[config.mk]
export PLATFORM = sky130hd
export DESIGN_NAME = vbranch_seq
export DESIGN_NICKNAME = d
export VERILOG_FILES = /design/src/rtl/vbr_pkg.sv /design/src/rtl/vbr_elem_test.sv /design/src/rtl/vbr_target.sv /design/src/rtl/vbranch_seq.sv
export SDC_FILE = /design/constraint.sdc
export NUM_CORES = 1
export LEC_CHECK = 0
export BUFFER_PORTS_ARGS = -buffer_cell sky130_fd_sc_hd__buf_2
export CORE_MARGIN = 5
export CORE_UTILIZATION = 30
export DETAILED_ROUTE_END_ITERATION = 12
export PLACE_DENSITY_LB_ADDON = 0.25
export SLEW_MARGIN = 20
export SYNTH_ARGS = -nofsm -noshare
export SYNTH_HDL_FRONTEND = slang
export SYNTH_SLANG_ARGS = --single-unit
[constraint.sdc]
create_clock -name clk -period 9.3 [get_ports clk]
set_input_delay 1.395 -clock clk [delete_from_list [all_inputs] [get_ports clk]]
set_output_delay 1.395 -clock clk [all_outputs]
set_load 0.005 [all_outputs]
[src/rtl/vbr_pkg.sv]
package vbr_pkg;

    typedef enum logic [0:0] {
        ST_IDLE = 1'b0,
        ST_RUN  = 1'b1
    } st_e;

    typedef struct packed {
        logic       all_m;
        logic       snz;
        logic       sz;
        logic       ctr_test;
        logic       cti;
        logic       vlset;
        logic       vsb;
        logic       vli;
        logic       lru;
        logic       sl;
        logic       slu;
        logic       lk;
        logic       aa;
        logic       mode64;
        logic       cr_vec;
        logic [3:0] bo;
    } mode_t;

endpackage

[src/rtl/vbr_elem_test.sv]
module vbr_elem_test #(
    parameter int XLEN = 64
) (
    input  logic [3:0]      bo,
    input  logic            testbit,
    input  logic [XLEN-1:0] ctr,
    input  logic            mode64,
    input  logic            ctr_test,
    input  logic            cti,
    output logic            el_res,
    output logic            el_dec,
    output logic            skip_dec
);
    logic nz;
    logic cond_ok;
    logic cnt_ok;

    generate
        if (XLEN > 32) begin : g_wide
            assign nz = mode64 ? (|ctr) : (|ctr[31:0]);
        end else begin : g_narrow
            assign nz = |ctr;
        end
    endgenerate

    always_comb begin
        cond_ok  = bo[0] | ~(testbit ^ bo[1]);
        cnt_ok   = bo[2] | (nz ^ bo[3]);
        el_res   = cond_ok & cnt_ok;
        el_dec   = ~bo[2] & ~(ctr_test & (cond_ok ^ cti));
        skip_dec = ~bo[2] & ~ctr_test & cti;
    end

endmodule

[src/rtl/vbr_target.sv]
module vbr_target #(
    parameter int XLEN = 64,
    parameter int BDW  = 14
) (
    input  logic [XLEN-1:0] cia,
    input  logic [BDW-1:0]  bd,
    input  logic            aa,
    input  logic            taken,
    output logic [XLEN-1:0] nia,
    output logic [XLEN-1:0] link
);
    localparam int EXT = XLEN - BDW - 2;

    logic [XLEN-1:0] disp;
    logic [XLEN-1:0] tgt;

    always_comb begin
        disp = {{EXT{bd[BDW-1]}}, bd, 2'b00};
        tgt  = aa ? disp : (cia + disp);
        link = cia + XLEN'(8);
        nia  = taken ? tgt : link;
    end

endmodule

[src/rtl/vbranch_seq.sv]
module vbranch_seq
    import vbr_pkg::*;
#(
    parameter int VMAX = 64,
    parameter int XLEN = 64,
    parameter int BDW  = 14,
    parameter int NFLD = 128,
    localparam int VLW = $clog2(VMAX + 1),
    localparam int FLW = $clog2(NFLD),
    localparam int BIW = FLW + 2
) (
    input  logic            clk,
    input  logic            rst_n,
    input  logic            start,
    input  logic [VLW-1:0]  vl,
    input  logic [VMAX-1:0] pred,
    input  logic [3:0]      bo,
    input  logic [BIW-1:0]  bi,
    input  logic            aa,
    input  logic            lk,
    input  logic [BDW-1:0]  bd,
    input  logic [XLEN-1:0] cia,
    input  logic [XLEN-1:0] ctr_in,
    input  logic            mode64,
    input  logic            cr_vec,
    input  logic            all_m,
    input  logic            snz,
    input  logic            sz,
    input  logic            ctr_test,
    input  logic            cti,
    input  logic            vlset,
    input  logic            vsb,
    input  logic            vli,
    input  logic            lru,
    input  logic            sl,
    input  logic            slu,
    output logic            cr_req,
    output logic [FLW-1:0]  cr_idx,
    input  logic            cr_rsp_valid,
    input  logic [3:0]      cr_rsp_data,
    output logic            done,
    output logic            taken,
    output logic [XLEN-1:0] nia,
    output logic [XLEN-1:0] lr_value,
    output logic [XLEN-1:0] ctr_out,
    output logic [VLW-1:0]  vl_out,
    output logic            vl_we,
    output logic            lr_we,
    output logic            svlr_we
);

    typedef struct packed {
        st_e             st;
        logic [VLW-1:0]  step;
        logic            acc;
        logic [XLEN-1:0] ctr;
        logic [VLW-1:0]  vl;
        logic [VMAX-1:0] pred;
        logic [BIW-1:0]  bi;
        logic [BDW-1:0]  bd;
        logic [XLEN-1:0] cia;
        mode_t           m;
        logic            done;
        logic            taken;
        logic [VLW-1:0]  vl_o;
        logic            vl_we;
        logic            lr_we;
        logic            svlr_we;
    } seq_t;

    seq_t r_q, r_d;

    logic            busy;
    logic            in_range;
    logic            pbit;
    logic            testbit;
    logic [VMAX-1:0] pred_sh;
    logic            el_res;
    logic            el_dec;
    logic            skip_dec;
    logic            fin;
    logic            acc_n;

    // Element position and predicate lookup for the current step
    always_comb begin
        busy     = (r_q.st == ST_RUN);
        in_range = (r_q.step < r_q.vl);
        pred_sh  = r_q.pred >> r_q.step;
        pbit     = pred_sh[0];
        testbit  = pbit ? cr_rsp_data[r_q.bi[1:0]] : r_q.m.snz;
        cr_req   = busy & in_range & pbit;
        cr_idx   = r_q.bi[BIW-1:2] + (r_q.m.cr_vec ? FLW'(r_q.step) : FLW'(0));
    end

    vbr_elem_test #(
        .XLEN(XLEN)
    ) u_elem (
        .bo       (r_q.m.bo),
        .testbit  (testbit),
        .ctr      (r_q.ctr),
        .mode64   (r_q.m.mode64),
        .ctr_test (r_q.m.ctr_test),
        .cti      (r_q.m.cti),
        .el_res   (el_res),
        .el_dec   (el_dec),
        .skip_dec (skip_dec)
    );

    always_comb begin
        r_d      = r_q;
        r_d.done = 1'b0;
        fin      = 1'b0;
        acc_n    = r_q.acc;
        case (r_q.st)
            ST_IDLE: begin
                if (start) begin
                    r_d.st    = ST_RUN;
                    r_d.step  = '0;
                    r_d.acc   = all_m;
                    r_d.ctr   = ctr_in;
                    r_d.vl    = vl;
                    r_d.vl_o  = vl;
                    r_d.vl_we = 1'b0;
                    r_d.pred  = pred;
                    r_d.bi    = bi;
                    r_d.bd    = bd;
                    r_d.cia   = cia;
                    r_d.m     = '{all_m: all_m, snz: snz, sz: sz,
                                  ctr_test: ctr_test, cti: cti,
                                  vlset: vlset, vsb: vsb, vli: vli,
                                  lru: lru, sl: sl, slu: slu, lk: lk,
                                  aa: aa, mode64: mode64,
                                  cr_vec: cr_vec, bo: bo};
                end
            end
            ST_RUN: begin
                if (!in_range) begin
                    fin = 1'b1;
                end else if (!pbit && !r_q.m.sz) begin
                    // masked and skipped: only the inverted skip rule acts
                    if (skip_dec) begin
                        r_d.ctr = r_q.ctr - XLEN'(1);
                    end
                    r_d.step = r_q.step + 1'b1;
                end else if (!pbit || cr_rsp_valid) begin
                    if (el_dec) begin
                        r_d.ctr = r_q.ctr - XLEN'(1);
                    end
                    acc_n    = r_q.m.all_m ? (r_q.acc & el_res) : (r_q.acc | el_res);
                    r_d.acc  = acc_n;
                    r_d.step = r_q.step + 1'b1;
                    if (r_q.m.vlset && (r_q.m.vsb == el_res)) begin
                        r_d.vl_o  = r_q.m.vli ? (r_q.step + 1'b1) : r_q.step;
                        r_d.vl_we = 1'b1;
                        fin       = 1'b1;
                    end else if (r_q.m.all_m != el_res) begin
                        fin = 1'b1;
                    end else if (!r_q.m.cr_vec) begin
                        fin = 1'b1;
                    end
                end
                if (fin) begin
                    r_d.st      = ST_IDLE;
                    r_d.done    = 1'b1;
                    r_d.taken   = acc_n;
                    r_d.lr_we   = r_q.m.lk ^ (r_q.m.lru & acc_n);
                    r_d.svlr_we = r_q.m.sl ^ (r_q.m.slu & acc_n);
                end
            end
            default: r_d.st = ST_IDLE;
        endcase
    end

    always_ff @(posedge clk or negedge rst_n) begin
        if (!rst_n) begin
            r_q <= '0;
        end else begin
            r_q <= r_d;
        end
    end

    vbr_target #(
        .XLEN(XLEN),
        .BDW (BDW)
    ) u_tgt (
        .cia   (r_q.cia),
        .bd    (r_q.bd),
        .aa    (r_q.m.aa),
        .taken (r_q.taken),
        .nia   (nia),
        .link  (lr_value)
    );

    assign done    = r_q.done;
    assign taken   = r_q.taken;
    assign ctr_out = r_q.ctr;
    assign vl_out  = r_q.vl_o;
    assign vl_we   = r_q.vl_we;
    assign lr_we   = r_q.lr_we;
    assign svlr_we = r_q.svlr_we;

endmodule

==> qor.csv, run 1 <==
metric,value,unit
"Hold Vio Cnt, Final",0,
total core area,0.06446,mm2
GRT Residual Overflow,0,
VDD IR max,171.0,uV
Post-DP Area,0.02193,mm2
pin count of the biggest net entering global routing,176,
critical path type,flop to output pin,
Final Max Tran Viols,0,
Final HPWL DP,56650,um
worst reg2reg path depth,13,
first-pass GRT wire length,115100,um
Critical Path End,nia[58],
Vias,19360,
total clock sinks,262,
transition time of the tightest slew-check pin,1.150,ns
Final Cell Area,0.02308,mm2
CP Launch Type,flop,
# port buffers,460,
Required @ worst endpoint,7.91,ns
post-place setup slack,3.623,ns
fill cell total of the finished layout,6941,
Setup Skew,0.02320,ns
WL met1,33470,um
TritonCTS buffer count,35,
HP Class,flop to flop,
fin cells,3658,
kind of cell adding the most delay to the critical path,compound AO/OA/AOI/OAI gates,
MaxCap Viol Count,0,
CTS root buffer,clkbuf_16,
GRT Overall Usage,20.48,%
Die ar.,0.07025,mm2
register area share after synthesis,33.60,%
fmax,0.1578,GHz
Tcrit/Tclk final,68.15,%
Post-Syn Instances,2465,
Synth warnings,0,
hold_buf cts,0,
met3 wire len,5419,um
DRC Markers,0,
power density over cell area,431.9,mW/mm2
final RePlAce weighted congestion,0.9197,
Worst Setup SP,r_q[108],
Die X,265.0,um
initial antenna violation count,10,
clock-pin slew on the worst setup and hold paths,0.06,ns
min cycle time layout,6.338,ns
die height,265.0,um
top post-synthesis cells by count,"658 x nand2_1, 262 x dfrtp_1, 130 x a21oi_1",
crit end category,output pin,
top cell type's share of synthesized area,33.60,%
share of post-route cells with drive strength above 1,20.53,%
Total Wirelength,75670,um
Clock Latency Late Sink,0.56,ns
post_cts resized,0,
CTS Buffer Depth,3,
r2r endpoint,ctr_out[10],
crit-path max FO,29,
Cell Rows,93,
Synth Flop Type,dfrtp_1,
number of vias per cell,5.291,
"Largest stage delay, worst path",0.91,ns
IO Count,461,
Final Setup Violations,0,
largest area contributor in the netlist,dfrtp_1,
Setup Buffers After CTS,0,
Highest Signal Layer,met5,
Post-synth EDFFs,0,
vias in the first global route,19300,
Syn Nets,2792,
"count leader, synth",nand2_1,
slew margin rel.,22.50,%
crit path cell chain,buf_4 -> ha_1 -> a21o_1 -> a21oi_1 -> o21ai_0 -> a21o_1 -> a21oi_1 -> o2111ai_1 -> o21ai_0 -> a31oi_1 -> xnor2_1 -> o221ai_1 -> buf_2,
Post-DRT Antenna Nets,0,
Area Growth Syn to Fin,18.28,%
status,finished clean,
post-synthesis cell type count,82,
Detailed Routing Iterations Pass 1,5,
Placed Cells incl. Taps,3588,
initial core utilization,30.27,%
largest cells by area after synthesis,"dfrtp_1 34%, nand2_1 13%, ha_1 4.9%",
"FF+latch count, synth",262,
TNS Setup,0,ns
synthesized area,0.01951,mm2
Async SR Flop Fraction,100.0,%
unrepaired setup endpoints after global routing,false,
Layout Nets,3097,
setup slack after layout,2.962,ns
met2 routed WL,34870,um
Worst path depth,13,
syn avg cell area,7.916,um2
CP Buf/Inv Count,2,
CTS tree,done,
CP max-delay cell,o21ai_0,
r2r setup slk,4.52,ns
CP Data Arrival Time,4.94,ns
DR iter-0 viols,1445,
# H-tree levels,2,
leak pwr,11.16,nW
drt wl/cell,20.69,um
reg-to-reg startpoint,r_q[254],
## worst min-delay path by stage
stage | to | cells after the start | startpoint | slack, ns
final | r_q[163] | 2 | r_q[163] | 0.46
after global placement | r_q[160] | 2 | r_q[160] | 0.45
after floorplan | r_q[127] | 2 | r_q[127] | 0.44
after detailed placement | r_q[163] | 2 | r_q[163] | 0.46
after CTS | r_q[163] | 2 | r_q[163] | 0.47
after global routing | r_q[155] | 2 | r_q[155] | 0.50
## tightest hold or removal path: cells and delay by family (launching register included)
kind / cells / cell delay, ns
flip-flops: 1 / 0.33
AND/OR/NAND/NOR: 2 / 0.10
## power by group
group | switching (W) | internal [W] | leakage [nW]
registers | 0.000735 | 0.00169 | 3.17
logic | 0.00372 | 0.00247 | 7.44
clock network | 0.000564 | 0.000784 | 0.557
## cells in the final DEF (no fill, tap or decap), drive strengths merged, types with 23 or more instances in the layout
master and instances:
dfrtp 262, a21oi 130, ha 76, a32oi 28, xnor2 86, o211ai 28
nor3 50, nand2 659, nor2 113, nand4 26, nor4 23, o21ai 95
buf 480, nand2b 30, nand3 96, or4 30, inv 63, a21o 65
o21bai 26, clkbuf 53, o21a 24, xor2 34
## layout make-up
| cell class | count | area, um2 | share of cell area (%) |
|---|---|---|---|
| antenna | 7 | 17.52 | 0.07589 |
| inverter | 61 | 229.0 | 0.9920 |
| tap | 855 | 1070 | 4.635 |
| clock buffer | 53 | 1044 | 4.521 |
| timing repair buffer | 480 | 2487 | 10.78 |
| sequential | 262 | 6563 | 28.43 |
| multi-input combinational | 1930 | 11580 | 50.17 |
| clock inverter | 10 | 92.59 | 0.4011 |
## per-layer routing
metal	track usage, %	up-vias
met1	28.07	9303
met3	4.227	110
met2	33.10	686
li1	-	9251
met5	0	-
met4	5.580	6
## per-stage QoR
stage                     hold slack [ns]  total power [W]  util (%)
after detailed placement           0.4562         0.008617     34.01
final                              0.4644         0.009968     35.80
after global placement             0.4515         0.008562     34.01
after floorplan                    0.4373         0.006527         -
after CTS                          0.4709          0.01003     35.78
after global routing               0.4963          0.01080     35.80
## state kept, by name, indices dropped and copies added, names as in the netlist
signal,cells
r_q,185
vl_out,7
vl_we,1
busy,1
ctr_out,64
taken,1
svlr_we,1
lr_we,1
done,1
## kinds of logic after synthesis
kind of cell | Yosys count | synth area share, %
compound gates | 548 | 18.99
buf+inv | 273 | 7.207
mux | 40 | 3.123
simple gates | 1144 | 26.62
fa+ha+maj | 78 | 5.078
xor+xnor | 120 | 5.386
flops | 262 | 33.60
(Power assumes the default switching activity.)
==> run 2, diff against run 1 <==
==> constraint.sdc (replaced) <==
create_clock -name clk -period 6.2 [get_ports clk]
set_input_delay 0.93 -clock clk [delete_from_list [all_inputs] [get_ports clk]]
set_output_delay 0.93 -clock clk [all_outputs]
set_load 0.005 [all_outputs]
==> run 2 against run 1 <==
Largest power group unchanged. Via count increased by 0.27%. Sequential share of layout area fell by 0.13 points. Clock skew shrank 0.0052 ns.
==> qor.csv, run 2 (synthesized netlist as in run 1, its figures left out) <==
metric,value,unit
min cycle time layout,5.641,ns
worst reg2reg path depth,13,
transition time of the tightest slew-check pin,1.051,ns
"most common cell after layout, fill and taps aside",nand2_1,
Setup Skew,0.01798,ns
Top reg by flops,r_q,
"commonest cells after routing, fill and taps aside","657 x nand2_1, 459 x buf_2, 259 x dfrtp_1",
Die X,265.0,um
Required @ worst endpoint,5.27,ns
"Largest stage delay, worst path",0.82,ns
DRC Markers,0,
fin cells,3660,
vias in the first global route,19140,
total core area,0.06446,mm2
drt wl/cell,20.58,um
power density over cell area,651.5,mW/mm2
GRT Residual Overflow,0,
CP Data Arrival Time,4.71,ns
Final HPWL DP,56460,um
total clock sinks,262,
Clock Latency Late Sink,0.56,ns
final core utilization,35.97,%
"Hold Vio Cnt, Final",0,
Area Growth Syn to Fin,18.84,%
CTS tree,done,
Die ar.,0.07025,mm2
initial antenna violation count,10,
TritonCTS buffer count,36,
hold_buf cts,0,
critical path type,flop to output pin,
slew margin rel.,29.96,%
first-pass GRT wire length,114300,um
Final Setup Violations,0,
Tcrit/Tclk final,90.99,%
max FFs per register,185,
post_cts resized,0,
CTS root buffer,clkbuf_16,
crit path cell chain,buf_4 -> ha_1 -> a21o_1 -> a21oi_1 -> o21ai_0 -> a21o_1 -> a21oi_1 -> o2111ai_1 -> o21ai_0 -> a31oi_1 -> xnor2_1 -> o221ai_1 -> buf_2,
Total Wirelength,75310,um
leak pwr,11.22,nW
Final Cell Area,0.02319,mm2
CTS Buffer Depth,3,
GRT Overall Usage,20.31,%
die height,265.0,um
Detailed Routing Iterations Pass 1,6,
TNS Setup,0,ns
clock-pin slew on the worst setup and hold paths,0.06,ns
final RePlAce weighted congestion,0.9428,
crit end category,output pin,
# port buffers,460,
reg-to-reg startpoint,r_q[254],
share of post-route cells with drive strength above 1,20.58,%
Placed Cells incl. Taps,3590,
r2r endpoint,ctr_out[46],
crit-path max FO,31,
number of vias per cell,5.303,
Setup Buffers After CTS,0,
VDD IR max,471.8,uV
HP Class,input port to asynchronous set/reset pin,
CP Launch Type,flop,
Layout Nets,3101,
r2r setup slk,1.43,ns
Vias,19410,
Final Max Tran Viols,0,
initial core utilization,30.27,%
status,finished clean,
MaxCap Viol Count,0,
Cell Rows,93,
Post-DP Area,0.02194,mm2
CP max-delay cell,o21ai_0,
fill cell total of the finished layout,6949,
fmax,0.1773,GHz
DR iter-0 viols,1571,
pin count of the biggest net entering global routing,153,
unrepaired setup endpoints after global routing,false,
Post-DRT Antenna Nets,0,
IO Count,461,
# H-tree levels,2,
==> run 2: layout make-up <==
cell class | count | area, um2 | share of cell area (%)
multi-input combinational | 1930 | 11580 | 49.95
tap | 855 | 1070 | 4.613
timing repair buffer | 483 | 2530 | 10.91
clock buffer | 53 | 1046 | 4.510
sequential | 262 | 6563 | 28.30
inverter | 61 | 229.0 | 0.9873
clock inverter | 10 | 155.1 | 0.6690
antenna | 6 | 15.01 | 0.06474
==> run 2: worst max-delay path, delay by kind of cell, from the launching register on <==
family / cells / cell delay, ns
XOR/XNOR: 1 / 0.18
flip-flops: 1 / 0.70
AO/OA/AOI/OAI: 9 / 2.23
buffers and inverters: 2 / 0.63
adder cells (fa/ha/maj): 1 / 0.38
==> run 2: report_power, final <==
part / total (W) / switching [W] / internal [W]
clock network: 0.00216 / 0.000854 / 0.00130
registers: 0.00368 / 0.00114 / 0.00254
logic: 0.00927 / 0.00553 / 0.00374
total: 0.0151 / 0.00753 / 0.00758
==> run 2: metal layers <==
layer  wire length [um]  global-route usage, %  up-vias
li1                   -                      -     9260
met1              32660                  27.43     9324
met2              34630                  32.85      700
met3               5770                  4.505      119
met4               2222                  5.972        6
met5                 28                      0        -
==> run 2: worst max path at each step <==
stage | from | to | cells past startpoint
floorplan | r_q[108] | nia[62] | 11
detailed placement | r_q[108] | nia[58] | 13
CTS | r_q[108] | nia[58] | 13
global route | r_q[108] | nia[58] | 13
finish | r_q[108] | nia[58] | 13
global placement | r_q[108] | nia[58] | 13
==> run 2: metrics by stage <==
stage          power [W]  hold WS [ns]  worst slack [ns]
5_1_grt          0.01633        0.4879            0.2654
3_5_place_dp     0.01290        0.4558             1.086
2_1_floorplan   0.009790        0.4373             1.526
4_1_cts          0.01516        0.4696            0.4518
3_3_place_gp     0.01281        0.4512             1.108
6_report         0.01511        0.3940            0.5587
